### src/rtl/mux7_pkg.sv
package mux7_pkg;
   typedef logic [3:0] bcd_t;
   typedef logic [6:0] seg_t;
   localparam seg_t SEG_DARK = 7'h00;
endpackage

### src/rtl/mux7_timer.sv
module mux7_timer #(
   parameter int DIV       = 8,
   parameter int NDIG      = 4,
   parameter int BLANK_CYC = 2
) (
   input  logic                    clk,
   input  logic                    rst,
   output logic [$clog2(NDIG)-1:0] idx,
   output logic                    dark
);
   localparam int CW = (DIV > 1) ? $clog2(DIV) : 1;
   localparam int IW = $clog2(NDIG);
   localparam logic [CW-1:0] LAST_CNT = CW'(DIV - 1);
   localparam logic [IW-1:0] LAST_IDX = IW'(NDIG - 1);
   localparam logic [CW-1:0] DARK_END = CW'(BLANK_CYC);

   logic [CW-1:0] cnt;

   always_ff @(posedge clk or posedge rst) begin
      if (rst) begin
         cnt <= '0;
         idx <= '0;
      end else if (cnt == LAST_CNT) begin
         cnt <= '0;
         idx <= (idx == LAST_IDX) ? '0 : idx + 1'b1;
      end else begin
         cnt <= cnt + 1'b1;
      end
   end

   assign dark = (cnt < DARK_END);
endmodule

### src/rtl/mux7_pick.sv
module mux7_pick
   import mux7_pkg::*;
#(
   parameter int NDIG = 4
) (
   input  logic [4*NDIG-1:0]       live_val,
   input  logic [4*NDIG-1:0]       held_val,
   input  logic                    show_live,
   input  logic [$clog2(NDIG)-1:0] idx,
   output bcd_t                    digit
);
   bcd_t live_d [NDIG];
   bcd_t held_d [NDIG];

   for (genvar i = 0; i < NDIG; i++) begin : g_slice
      assign live_d[i] = live_val[4*i +: 4];
      assign held_d[i] = held_val[4*i +: 4];
   end

   assign digit = show_live ? live_d[idx] : held_d[idx];
endmodule

### src/rtl/mux7_decode.sv
module mux7_decode
   import mux7_pkg::*;
(
   input  bcd_t code,
   output seg_t pattern
);
   always_comb begin
      case (code)
         4'd0:    pattern = 7'h3F;
         4'd1:    pattern = 7'h06;
         4'd2:    pattern = 7'h5B;
         4'd3:    pattern = 7'h4F;
         4'd4:    pattern = 7'h66;
         4'd5:    pattern = 7'h6D;
         4'd6:    pattern = 7'h7D;
         4'd7:    pattern = 7'h07;
         4'd8:    pattern = 7'h7F;
         4'd9:    pattern = 7'h6F;
         default: pattern = SEG_DARK;
      endcase
   end
endmodule

### src/rtl/mux7_scanner.sv
module mux7_scanner
   import mux7_pkg::*;
#(
   parameter int CLK_HZ    = 50_000_000,
   parameter int SCAN_HZ   = 1000,
   parameter int NDIG      = 4,
   parameter int BLANK_CYC = 2
) (
   input  logic              clk,
   input  logic              rst,
   input  logic [4*NDIG-1:0] live_val,
   input  logic [4*NDIG-1:0] held_val,
   input  logic              show_live,
   output logic [NDIG-1:0]   strobe,
   output logic [6:0]        seg
);
   localparam int DIV = CLK_HZ / SCAN_HZ;
   localparam int IW  = $clog2(NDIG);

   if (NDIG < 2) begin : g_bad_ndig
      $error("mux7_scanner: NDIG must be at least 2");
   end
   if (DIV < 2) begin : g_bad_div
      $error("mux7_scanner: CLK_HZ/SCAN_HZ must be at least 2");
   end
   if (BLANK_CYC < 1 || BLANK_CYC >= DIV) begin : g_bad_blank
      $error("mux7_scanner: BLANK_CYC must lie in 1..DIV-1");
   end

   logic [IW-1:0] idx;
   logic          dark;
   bcd_t          cur_bcd;
   seg_t          cur_seg;

   mux7_timer #(.DIV(DIV), .NDIG(NDIG), .BLANK_CYC(BLANK_CYC)) u_timer (
      .clk  (clk),
      .rst  (rst),
      .idx  (idx),
      .dark (dark)
   );

   mux7_pick #(.NDIG(NDIG)) u_pick (
      .live_val  (live_val),
      .held_val  (held_val),
      .show_live (show_live),
      .idx       (idx),
      .digit     (cur_bcd)
   );

   mux7_decode u_dec (
      .code    (cur_bcd),
      .pattern (cur_seg)
   );

   for (genvar i = 0; i < NDIG; i++) begin : g_strobe
      assign strobe[i] = !dark && (idx == IW'(i));
   end

   assign seg = dark ? SEG_DARK : cur_seg;
endmodule

### config.mk
export PLATFORM = sky130hd
export DESIGN_NAME = mux7_scanner
export DESIGN_NICKNAME = d
export VERILOG_FILES = /design/src/rtl/mux7_pkg.sv /design/src/rtl/mux7_timer.sv /design/src/rtl/mux7_pick.sv /design/src/rtl/mux7_decode.sv /design/src/rtl/mux7_scanner.sv
export SDC_FILE = /design/constraint.sdc
export NUM_CORES = 1
export LEC_CHECK = 0
export ABC_AREA = 1
export BUFFER_PORTS_ARGS = -buffer_cell sky130_fd_sc_hd__buf_4
export CORE_MARGIN = 2
export CORE_UTILIZATION = 40
export DETAILED_ROUTE_END_ITERATION = 7
export GPL_TIMING_DRIVEN = 0
export HOLD_SLACK_MARGIN = 0.02
export PLACE_DENSITY = 0.71
export SLEW_MARGIN = 20
export SYNTH_ARGS = -nofsm -noshare
export SYNTH_HDL_FRONTEND = slang
export SYNTH_SLANG_ARGS = --single-unit
### constraint.sdc
create_clock -name clk -period 3.8 [get_ports clk]
set_input_delay 0.38 -clock clk [delete_from_list [all_inputs] [get_ports clk]]
set_output_delay 0.38 -clock clk [all_outputs]
set_load 0.005 [all_outputs]
Word-level counts from Yosys, hierarchy flattened
Memories as Yosys holds them, arrays and structs flattened.
Cells that the tools add are included.
{ "word_totals": {"inputBits": 35, "rom_bits": 112, "out_inout_bits": 11, "n_memories": 1, "ff_bits": 18, "word_cells": 28} }
{ "memory_table": {"columns": ["memory", "words", "word_bits", "read_ports", "rd_ports_with_merged_regs", "write_ports", "line_no", "text"], "rows": [
  ["(name not given)", 16, 7, 1, 0, 0, "mux7_decode.sv:8", "case (code)"]
]} }
{ "classes": {"n_mux": 10, "reduce_logical": 6, "n_lt_le_gt_ge": 2, "n_eq_ne": 4, "n_bitwise": 1, "add_sub_neg": 2} }
{ "ops": {"columns": ["op", "count"], "rows": [
  ["$mux W4", 5],
  ["$add A16 B1 Y16 const B", 1],
  ["$bmux W4 S2", 2],
  ["$eq A16 B16 Y1 const B", 1],
  ["$lt A16 B2 Y1 const B", 1],
  ["$mux W16", 1],
  ["$mux W7", 1],
  ["$eq A2 B2 Y1 const B", 2],
  ["$logic_and A1 B1 Y1", 4],
  ["$ge A3 B3 Y1 const B", 1],
  ["$not A2 Y3", 1],
  ["$add A2 B1 Y2 const B", 1],
  ["$eq A2 B1 Y1 const B", 1],
  ["$logic_not A2 Y1", 1],
  ["$mux W2", 1],
  ["$logic_not A1 Y1", 1]
]} }

Longest topological paths before layout
Gate-level depths: netlist of the first run.
An unclocked memory read counts as a cell.
{ "logic_depth": {"depth_word": 7, "depth_mapped": 14, "depth_no_buf": 13} }

Cells and area by module
Synthesis of the first run repeated with hierarchy kept, for this count alone.
{ "unflattened": {"hier_cells": 318, "hier_area_um2": 1815.5} }
{ "by_module_without_submodules": {"columns": ["mod", "cells_each", "area_each_um2", "n_inst", "seq_area_each_um2"], "rows": [
  ["mux7_timer", 148, 1056.0, 1, 450.4],
  ["mux7_pick", 107, 444.2, 1, 0.0],
  ["mux7_decode", 39, 210.2, 1, 0.0],
  ["mux7_scanner", 24, 105.1, 1, 0.0]
]} }

Least setup slack after synthesis of the first run
OpenSTA, ideal clock, no wires.
{ "synth_path": {"kind": "register to output", "start": "reg u_timer.idx[0]", "end": "out seg[3]", "t_required_ns": 3.420, "path_stages_with_launch": 15, "n_path_buf": 2, "slack_ns": 1.777, "t_arrival_ns": 1.643, "path_cell_list": "dfrtp_1 -> buf_6 -> inv_6 -> buf_12 -> nand2_1 -> nand3_1 -> nand2_1 -> nand2_1 -> nand2_1 -> inv_1 -> ha_1 -> inv_1 -> nor2_1 -> nor2_1 -> nor2_1"} }
{ "synth_via": {"elab_chain_cells": 7, "elab_cells_between_ends": 10, "cone_classes": "mux: 8; bitwise: 1; memory: 1"} }
{ "synth_rtl": {"columns": ["item", "line_no", "text"], "rows": [
  ["start: declaration", "mux7_timer.sv:8", "output logic [$clog2(NDIG)-1:0] idx,"],
  ["start signal: assignment", "mux7_timer.sv:25", "idx <= (idx == LAST_IDX) ? '0 : idx + 1'b1;"],
  ["$not A2 Y3 (implied by the code) (*)", "mux7_pick.sv:20", "assign digit = show_live ? live_d[idx] : held_d[idx];"],
  ["$bmux W4 S2", "mux7_pick.sv:20", null],
  ["$mux W4 (implied by the code) (2 in series)", "mux7_pick.sv:20", null],
  ["$mux W4 (*)", "mux7_pick.sv:20", null],
  ["$mem_v2 Z16 W7 (*)", null, null],
  ["$mux W7 (*)", "mux7_scanner.sv:59", "assign seg = dark ? SEG_DARK : cur_seg;"],
  ["end: declaration", "mux7_scanner.sv:15", "output logic [6:0] seg"]
]} }
Mark *: on every way between the ends. The rest lies on a longest branch, timed or not. The select of a mux whose other input is x is not followed.

Final worst setup path of the first run
Ends and elaborated chain as after synthesis.

==> results.json, run 1 <==
{
  "status": "finished, final reports clean",
  "avgSynthCellArea_um2": 6.02,
  "synth_top_area_frac": 0.266,
  "setup_violations": 0,
  "h-tree-depth": 1,
  "cts_made_buffers": 3,
  "relSlewSlack": 0.551,
  "synth_top_area_cell": "dfrtp_1",
  "vias": 1712,
  "power_leakage_nw": 1.30,
  "first_pass_iters": 5,
  "synth_fp_nets": 326,
  "cp.required_ps": 3420,
  "maxCapViolCount": 0,
  "hold_class": "in -> async",
  "drt-initial-drc-count": 36,
  "place_ws_ps": 1440,
  "syn_to_final_growth_pct": 26.1,
  "antenna_found_initial": 0,
  "num-fill-cells": 421,
  "yosysMostFrequentCell": "nand2_1",
  "p_sw_mw": 0.103,
  "ctsLongestPathBuffers": 2,
  "comb_power_share": 0.232,
  "critical_path_class": "reg -> out",
  "cp-end-kind": "output port",
  "clock_latency_ps": 250,
  "cts_tree": "done",
  "core_mm2": 0.00403,
  "whs_ps": 234,
  "boundaryPins": 46,
  "cts.repair.resized": 0,
  "die_area_mm2": 0.00477,
  "dp_hpwl_um": 3070,
  "portBuffers": 45,
  "post_cts_buffers": 0,
  "path_max_fanout": 11,
  "power_frac_clock": 0.308,
  "period_minus_slack_ps": 2610,
  "n_antenna_cell": 0,
  "power_density_mw_per_mm2": 195,
  "reg2reg_depth": 8,
  "fin_util": 0.530,
  "drive_gt1_frac": 0.198,
  "internal-power_mw": 0.313,
  "multiInputGateArea_um2": 951,
  "die_w_um": 69.1,
  "period_share": 0.686,
  "rows": 23,
  "ant_nets": 0,
  "r2r_slack_ps": 2320,
  "r2r-start": "u_timer.cnt[1]",
  "syn-instance-count": 281,
  "grt_usage": 0.163,
  "cts_root_buf": "clkbuf_8",
  "clkSlewWorstSetupHoldPaths_ps": 60,
  "ys.flop_type": "dfrtp_1",
  "maxSlewViolCount": 0,
  "hold_viol": 0,
  "grt_setup_unrepaired": "false",
  "grt_max_degree": 19,
  "wl_per_cell_um": 10.1,
  "vias_per_cell": 4.52,
  "ys_top_cells_by_count": "82 x nand2_1, 61 x inv_1, 44 x nor2_1, 25 x nand3_1, 18 x dfrtp_1",
  "seq_power_share": 0.461,
  "ir_drop_mv": 0.219,
  "crit_arrival_ps": 2230,
  "synth_edf_count": 0,
  "die_h_um": 69.1,
  "reg2reg_to": "u_timer.cnt[12]",
  "drc": 0,
  "tns_ps": 0,
  "synth_area_mm2": 0.00169,
  "start_util": 0.420,
  "async_reset_ff_frac": 1.00,
  "ys_seq_area_frac": 0.266,
  "fin_ws_ps": 1190,
  "max_freq_mhz": 384,
  "seq_area_um2": 450,
  "drt-total-wl_um": 3830,
  "synth.distinct_cells": 23,
  "nets": 376,
  "cts_num_sinks": 18,
  "gp_congestion": 0.893,
  "grt_pass1_vias": 1618,
  "fin_skew_ps": 4.04,
  "startpoint_type": "register",
  "grt.overflow.total": 0,
  "synth-seq-cells": 18,
  "grt_pass1_wl_um": 6800,
  "swShare": 0.248,
  "ys_warn_count": 0,
  "yosys-top-cells-area": "dfrtp_1 27%, nand2_1 18%, inv_1 14%",
  "tightest_slew_ps": 672,
  "hold_buffers": 0
}
==> layout by cell type (no fill, tap or decap), drive strengths merged <==
| cell | Yosys | final |
|---|---|---|
| a211oi | 1 | 1 |
| a21oi | 6 | 6 |
| buf | 4 | 49 |
| clkbuf | 0 | 3 |
| dfrtp | 18 | 18 |
| ha | 10 | 10 |
| inv | 63 | 63 |
| nand2 | 88 | 88 |
| nand3 | 25 | 25 |
| nand4 | 3 | 3 |
| nor2 | 46 | 46 |
| nor3 | 4 | 4 |
| nor4 | 1 | 1 |
| o21ai | 6 | 6 |
| xor2 | 6 | 6 |
==> sequential cells by signal (all words and copies together) (netlist names) <==
| name | count |
|---|---|
| u_timer.idx | 2 |
| u_timer.cnt | 16 |
==> cells by family (layout without fill, tap and decap cells) <==
| kind of cell | after synthesis | in the layout | synth area share |
|---|---|---|---|
| buffers and inverters | 67 | 115 | 0.172 |
| and+or+nand+nor | 167 | 167 | 0.412 |
| adders and majority gates | 10 | 10 | 0.0739 |
| DFF | 18 | 18 | 0.266 |
| xor gates and xnor gates | 6 | 6 | 0.0310 |
| AOI/OAI and AO/OA | 13 | 13 | 0.0443 |
==> power by group through the flow <==
| stage | sequential (mW) | clock [mW] | combinational (mW) |
|---|---|---|---|
| final | 0.192 | 0.128 | 0.0964 |
| after global routing | 0.191 | 0.141 | 0.111 |
| after CTS | 0.192 | 0.134 | 0.0974 |
| after detailed placement | 0.195 | 0 | 0.0968 |
| after global placement | 0.195 | 0 | 0.0958 |
| after floorplan | 0.195 | 0 | 0.0470 |
==> metrics by stage <==
| step | area, um2 | power [mW] | std cells |
|---|---|---|---|
| CTS | 2130 | 0.423 | 379 |
| floorplan | 1690 | 0.242 | 281 |
| global route | 2130 | 0.443 | 379 |
| detailed placement | 2090 | 0.292 | 376 |
| global placement | 2090 | 0.291 | 376 |
| finish | 2130 | 0.416 | 379 |
==> worst max-delay path by stage <==
stage	depth (start not counted)	start	slack (ps)	to
final	15	u_timer.idx[0]	1190	seg[3]
after global routing	15	u_timer.idx[0]	920	seg[3]
after CTS	15	u_timer.idx[0]	1160	seg[3]
after detailed placement	15	u_timer.idx[0]	1440	seg[3]
after global placement	15	u_timer.idx[0]	1490	seg[3]
after floorplan	14	u_timer.idx[0]	1780	seg[3]
==> final cells by class <==
| type | count | area share |
|---|---|---|
| repair buffers | 45 | 0.158 |
| inverters | 63 | 0.113 |
| flip-flops and latches | 18 | 0.211 |
| clock buffers | 3 | 0.0193 |
| plain buffers | 4 | 0.0234 |
| multi-input cells | 196 | 0.445 |
| well taps | 50 | 0.0293 |
==> critical path: stages (launching register included) <==
cell and delay (ps):
dfrtp_1 390, buf_6 170, inv_6 60, buf_12 140, nand2_1 60, nand3_1 60
nand2_1 70, nand2_1 50, nand2_1 150, inv_1 110, ha_1 280, inv_1 30
nor2_1 140, nor2_1 70, nor2_1 80, buf_4 110
==> metal layers <==
| metal | global-route usage | share of wire |
|---|---|---|
| met1 | 0.229 | 0.49 |
| met2 | 0.271 | 0.46 |
| met3 | 0.0278 | 0.052 |
| met4 | 0.0153 | 0 |
| met5 | 0 | 0 |
Note: power is estimated with default switching activity, not from simulation.
==> run 2: changes to the inputs <==
Clock period 3.8 ns to 2.5 ns, I/O delays scaled along.
==> run 2 against run 1 <==
Critical path depth stayed put. Total power is 53% higher. Non-clock buffer count is 3 higher. First-iteration DRC count is 61% higher. Register-to-register slack worse by 1300 ps. Worst hold slack worse by 130 ps. Wire length is 0.78% higher. Core utilization is 0.75 points higher. Flip-flop and latch count stayed put. Critical endpoint unchanged. Largest power group unchanged.
==> results.json, run 2 (synthesis gave the netlist of run 1 again) <==
{
  "status": "finished, final reports clean",
  "die_area_mm2": 0.00477,
  "largest_reg_flops": 16,
  "swShare": 0.248,
  "cts_root_buf": "clkbuf_8",
  "clkSlewWorstSetupHoldPaths_ps": 60,
  "cts_tree": "done",
  "die_h_um": 69.1,
  "fin_util": 0.537,
  "grt_pass1_vias": 1615,
  "nets": 379,
  "cp_cell_sequence": "buf_6 -> inv_6 -> buf_12 -> nand2_1 -> nand3_1 -> nand2_1 -> nand2_1 -> nand2_2 -> inv_2 -> ha_1 -> inv_1 -> nor2_2 -> nor2_1 -> nor2_1 -> buf_4",
  "n_antenna_cell": 0,
  "drt-initial-drc-count": 58,
  "syn_to_final_growth_pct": 27.9,
  "grt_setup_unrepaired": "true",
  "critPathBufInv": 6,
  "wl_per_cell_um": 10.1,
  "p_sw_mw": 0.158,
  "maxCapViolCount": 0,
  "seq_power_share": 0.458,
  "cts_made_buffers": 3,
  "vias_per_cell": 4.53,
  "crit_arrival_ps": 2070,
  "gp_congestion": 0.893,
  "grt_usage": 0.163,
  "comb_power_share": 0.236,
  "num-fill-cells": 412,
  "dp_hpwl_um": 3070,
  "cp.required_ps": 2250,
  "power_leakage_nw": 1.32,
  "hold_class": "in -> async",
  "die_w_um": 69.1,
  "period_share": 0.929,
  "ir_drop_mv": 0.332,
  "hold_viol": 0,
  "fin_skew_ps": 4.16,
  "ant_nets": 0,
  "rows": 23,
  "core_mm2": 0.00403,
  "portBuffers": 45,
  "relSlewSlack": 0.551,
  "crit_path_frequent_cell": "nand2_1",
  "power_density_mw_per_mm2": 294,
  "period_minus_slack_ps": 2320,
  "layout_commonest_cell": "nand2_1",
  "drive_gt1_frac": 0.214,
  "cp_top_family": "simple AND/OR/NAND/NOR gates",
  "cp_slowest_stage_delay_ps": 380,
  "grt.overflow.total": 0,
  "critical_path_class": "reg -> out",
  "start_util": 0.420,
  "boundaryPins": 46,
  "vias": 1732,
  "power_frac_clock": 0.305,
  "path_max_fanout": 11,
  "ctsLongestPathBuffers": 2,
  "whs_ps": 104,
  "maxSlewViolCount": 0,
  "first_pass_iters": 4,
  "cts_num_sinks": 18,
  "internal-power_mw": 0.478,
  "top_register": "u_timer.cnt",
  "cp-end-kind": "output port",
  "tightest_slew_ps": 673,
  "grt_max_degree": 19,
  "dp_cells": 376,
  "startpoint_type": "register",
  "top_regs": "u_timer.cnt (16), u_timer.idx (2)",
  "antenna_found_initial": 0,
  "stdcell_count": 382,
  "h-tree-depth": 1,
  "max_freq_mhz": 431,
  "setup_violations": 0,
  "final_cell_mix": "81 x nand2_1, 60 x inv_1, 49 x buf_4, 43 x nor2_1, 25 x nand3_1",
  "drt-total-wl_um": 3860,
  "clock_latency_ps": 250,
  "drc": 0,
  "cp_slowest_cell": "dfrtp_1",
  "grt_pass1_wl_um": 6790
}
run 2: cell count changes in the layout (fill, tap and decap cells not counted):
cell	previous run	this run
buf_4	46	49
inv_1	61	60
inv_4	0	1
nand2_1	82	81
nand2_2	6	7
nor2_1	44	43
nor2_2	2	3
run 2: cell type report:
class / count / area [um2] / area share
multi-input cells: 196 / 956 / 0.442
flip-flops and latches: 18 / 450 / 0.208
repair buffers: 48 / 360 / 0.166
inverters: 63 / 244 / 0.113
well taps: 50 / 62.6 / 0.0289
plain buffers: 4 / 50.0 / 0.0231
clock buffers: 3 / 41.3 / 0.0191
run 2: power by group through the flow:
stage | clock (mW) | combinational [mW] | sequential [mW]
2_1_floorplan | 0 | 0.0715 | 0.297
3_3_place_gp | 0 | 0.146 | 0.297
3_5_place_dp | 0 | 0.147 | 0.297
4_1_cts | 0.204 | 0.149 | 0.291
5_1_grt | 0.214 | 0.171 | 0.291
6_report | 0.194 | 0.150 | 0.291
run 2: path summary, 6_finish.rpt:
path	from	endpoint	slack [ps]	cells past startpoint
min in group clk	u_timer.cnt[0]	u_timer.cnt[0]	460	1
min reg2reg	u_timer.cnt[0]	u_timer.cnt[0]	460	1
max	u_timer.idx[0]	seg[3]	180	15
max in group asynchronous	rst	u_timer.idx[0]	1970	2
min	rst	u_timer.cnt[7]	100	2
max reg2reg	u_timer.cnt[1]	u_timer.cnt[12]	1020	8
run 2: worst reg2reg max path, delay by kind of cell, from the launching register on:
kind | cells | cell delay, ps
XOR/XNOR | 1 | 150
adder cells (fa/ha/maj) | 1 | 180
buffers and inverters | 2 | 140
flip-flops | 1 | 370
AND/OR/NAND/NOR | 4 | 540
run 2: routing by layer:
layer,up-vias,global-route usage,wire (um)
met5,-,0,0
met3,0,0.0278,198
met1,748,0.229,1910
met4,0,0.0153,0
met2,43,0.270,1750
li1,941,-,-
run 2: repair_timing:
action	in CTS	in global routing
hold buffers	0	0
gates cloned	0	0
buffers inserted	0	3
setup endpoints to repair	1	5
gates resized for setup	1	3
pin swaps	0	3
run 2: through the flow:
stage / worst slack, ps / total power, mW / TNS [ps] / area (um2)
2_1_floorplan: 607 / 0.368 / 0 / 1690
3_3_place_gp: 324 / 0.442 / 0 / 2090
3_5_place_dp: 268 / 0.444 / 0 / 2090
4_1_cts: 45.2 / 0.644 / 0 / 2140
5_1_grt: -11.0 / 0.676 / -11.0 / 2160
6_report: 178 / 0.635 / 0 / 2160
==> run 3: changes to the inputs <==
--- a/config.mk
+++ b/config.mk
@@ -10,4 +10,5 @@
 export CORE_MARGIN = 2
 export CORE_UTILIZATION = 40
+export CTS_BUF_LIST = sky130_fd_sc_hd__clkbuf_4 sky130_fd_sc_hd__clkbuf_8
 export DETAILED_ROUTE_END_ITERATION = 7
 export GPL_TIMING_DRIVEN = 0
==> constraint.sdc (replaced) <==
create_clock -name clk -period 2.5 [get_ports clk]
set_input_delay 0.125 -clock clk [delete_from_list [all_inputs] [get_ports clk]]
set_output_delay 0.125 -clock clk [all_outputs]
set_load 0.005 [all_outputs]
==> run 3 against run 2 <==
Global-route usage rose by 0.061 points. Via count fell by 0.98%. Critical path depth did not move. Core utilization fell by 0.12 points. Register-to-register slack barely moved. Sequential share of layout area barely moved. Sequential power barely moved. First-iteration DRC count fell by 14%. Flip-flop and latch count did not move. Setup slack improved by 68 ps. Worst hold slack improved by 360 ps. Final cell count fell by 0.26%. Highest routed layer unchanged.
==> results.json, run 3 (synthesis gave the netlist of run 1 again) <==
{
  "crit_arrival_ps": 2130,
  "hold_class": "reg -> reg",
  "ctsLongestPathBuffers": 2,
  "drc": 0,
  "cp.required_ps": 2380,
  "hold_viol": 0,
  "final_cell_mix": "81 x nand2_1, 61 x inv_1, 47 x buf_4, 43 x nor2_1, 25 x nand3_1",
  "tns_ps": 0,
  "multiInputGateArea_um2": 956,
  "seq_area_um2": 450,
  "period_minus_slack_ps": 2250,
  "n_antenna_cell": 0,
  "ir_drop_mv": 0.332,
  "top_regs": "u_timer.cnt (16), u_timer.idx (2)",
  "dp_hpwl_um": 3070,
  "h-tree-depth": 1,
  "p_sw_mw": 0.158,
  "maxSlewViolCount": 0,
  "grt_pass1_wl_um": 6820,
  "core_mm2": 0.00403,
  "drive_gt1_frac": 0.205,
  "gp_congestion": 0.893,
  "drt-total-wl_um": 3830,
  "nets": 378,
  "whs_ps": 463,
  "cts_num_sinks": 18,
  "start_util": 0.420,
  "grt.overflow.total": 0,
  "cts_tree": "done",
  "setup_violations": 0,
  "internal-power_mw": 0.477,
  "status": "finished, final reports clean",
  "tightest_slew_ps": 672,
  "cts_made_buffers": 3,
  "period_share": 0.902,
  "maxCapViolCount": 0,
  "wl_per_cell_um": 10.1,
  "die_area_mm2": 0.00477,
  "max_freq_mhz": 444,
  "cp-end-kind": "output port",
  "ant_nets": 0,
  "seq_power_share": 0.459,
  "die_h_um": 69.1,
  "power_leakage_nw": 1.31,
  "num-fill-cells": 413,
  "power_frac_clock": 0.306,
  "critical_path_class": "reg -> out",
  "portBuffers": 45,
  "relSlewSlack": 0.551,
  "clock_latency_ps": 250,
  "clkSlewWorstSetupHoldPaths_ps": 60,
  "grt_usage": 0.163,
  "power_density_mw_per_mm2": 294,
  "die_w_um": 69.1,
  "vias": 1715,
  "boundaryPins": 46,
  "fin_skew_ps": 3.88,
  "startpoint_type": "register",
  "drt-initial-drc-count": 50,
  "vias_per_cell": 4.50,
  "swShare": 0.248,
  "largest_reg_flops": 16,
  "grt_setup_unrepaired": "false",
  "top_register": "u_timer.cnt",
  "path_max_fanout": 11,
  "rows": 23,
  "syn_to_final_growth_pct": 27.6,
  "first_pass_iters": 4,
  "layout_commonest_cell": "nand2_1",
  "comb_power_share": 0.235,
  "grt_pass1_vias": 1621,
  "antenna_found_initial": 0,
  "grt_max_degree": 19,
  "cts_root_buf": "clkbuf_8"
}
## run 3: cell types whose count changed in the layout (fill, tap and decap cells not counted)
cell	before	now
inv_1	60	61
dlygate4sd3_1	0	1
inv_2	1	0
buf_4	49	47
## run 3: metal layers
layer  global-route usage  vias up  part of all wire
li1                     -      939                 -
met4               0.0153        0                 0
met3               0.0278        0             0.054
met2                0.271       37              0.46
met5                    0        -                 0
met1                0.230      739              0.49
## run 3: area by class of cell
type,count,share of cell area
Timing Repair Buffer,47,0.165
Multi-Input combinational cell,196,0.443
Inverter,63,0.113
Tap cell,50,0.0290
Clock buffer,3,0.0191
Sequential cell,18,0.209
Buffer,4,0.0232
## run 3: power groups by stage
stage | combinational, mW | clock [mW] | sequential (mW)
final | 0.149 | 0.194 | 0.291
after global routing | 0.171 | 0.214 | 0.291
after CTS | 0.149 | 0.204 | 0.291
after detailed placement | 0.147 | 0 | 0.297
after global placement | 0.146 | 0 | 0.297
after floorplan | 0.0715 | 0 | 0.297
## run 3: what timing repair did
| item | CTS | global route |
|---|---|---|
| buffers inserted | 0 | 1 |
| endpoints found under the hold margin | 18 | 0 |
| gates resized for setup | 0 | 3 |
| hold buffers | 1 | 0 |
| endpoints found under the setup margin | 0 | 2 |
## run 3: path summary, 6_finish.rpt
path / cells past startpoint / endpoint / slack (ps) / from
setup / recovery: 15 / seg[3] / 250 / u_timer.idx[0]
hold / removal: 1 / u_timer.cnt[0] / 460 / u_timer.cnt[0]
setup reg to reg: 8 / u_timer.cnt[12] / 1020 / u_timer.cnt[1]
hold reg to reg: 1 / u_timer.cnt[0] / 460 / u_timer.cnt[0]
max in group asynchronous: 3 / u_timer.idx[0] / 1540 / rst
min in group asynchronous: 3 / u_timer.cnt[7] / 540 / rst
## run 3: critical path: stages (launching register included)
cell and delay [ps]:
dfrtp_1 380, buf_6 160, inv_6 60, buf_12 140
nand2_1 60, nand3_1 60, nand2_1 70, nand2_1 60
nand2_2 110, inv_1 90, ha_1 280, inv_1 40
nor2_2 110, nor2_1 60, nor2_1 80, buf_4 110
## run 3: per-stage QoR
step / util / power [mW] / setup WS [ps] / instances / cell area (um2)
after detailed placement: 0.520 / 0.444 / 393 / 376 / 2090
after CTS: 0.532 / 0.645 / 115 / 380 / 2140
final: 0.536 / 0.635 / 246 / 381 / 2160
after floorplan: - / 0.368 / 732 / 281 / 1690
after global placement: 0.520 / 0.442 / 449 / 376 / 2090
after global routing: 0.536 / 0.676 / 48.4 / 381 / 2160
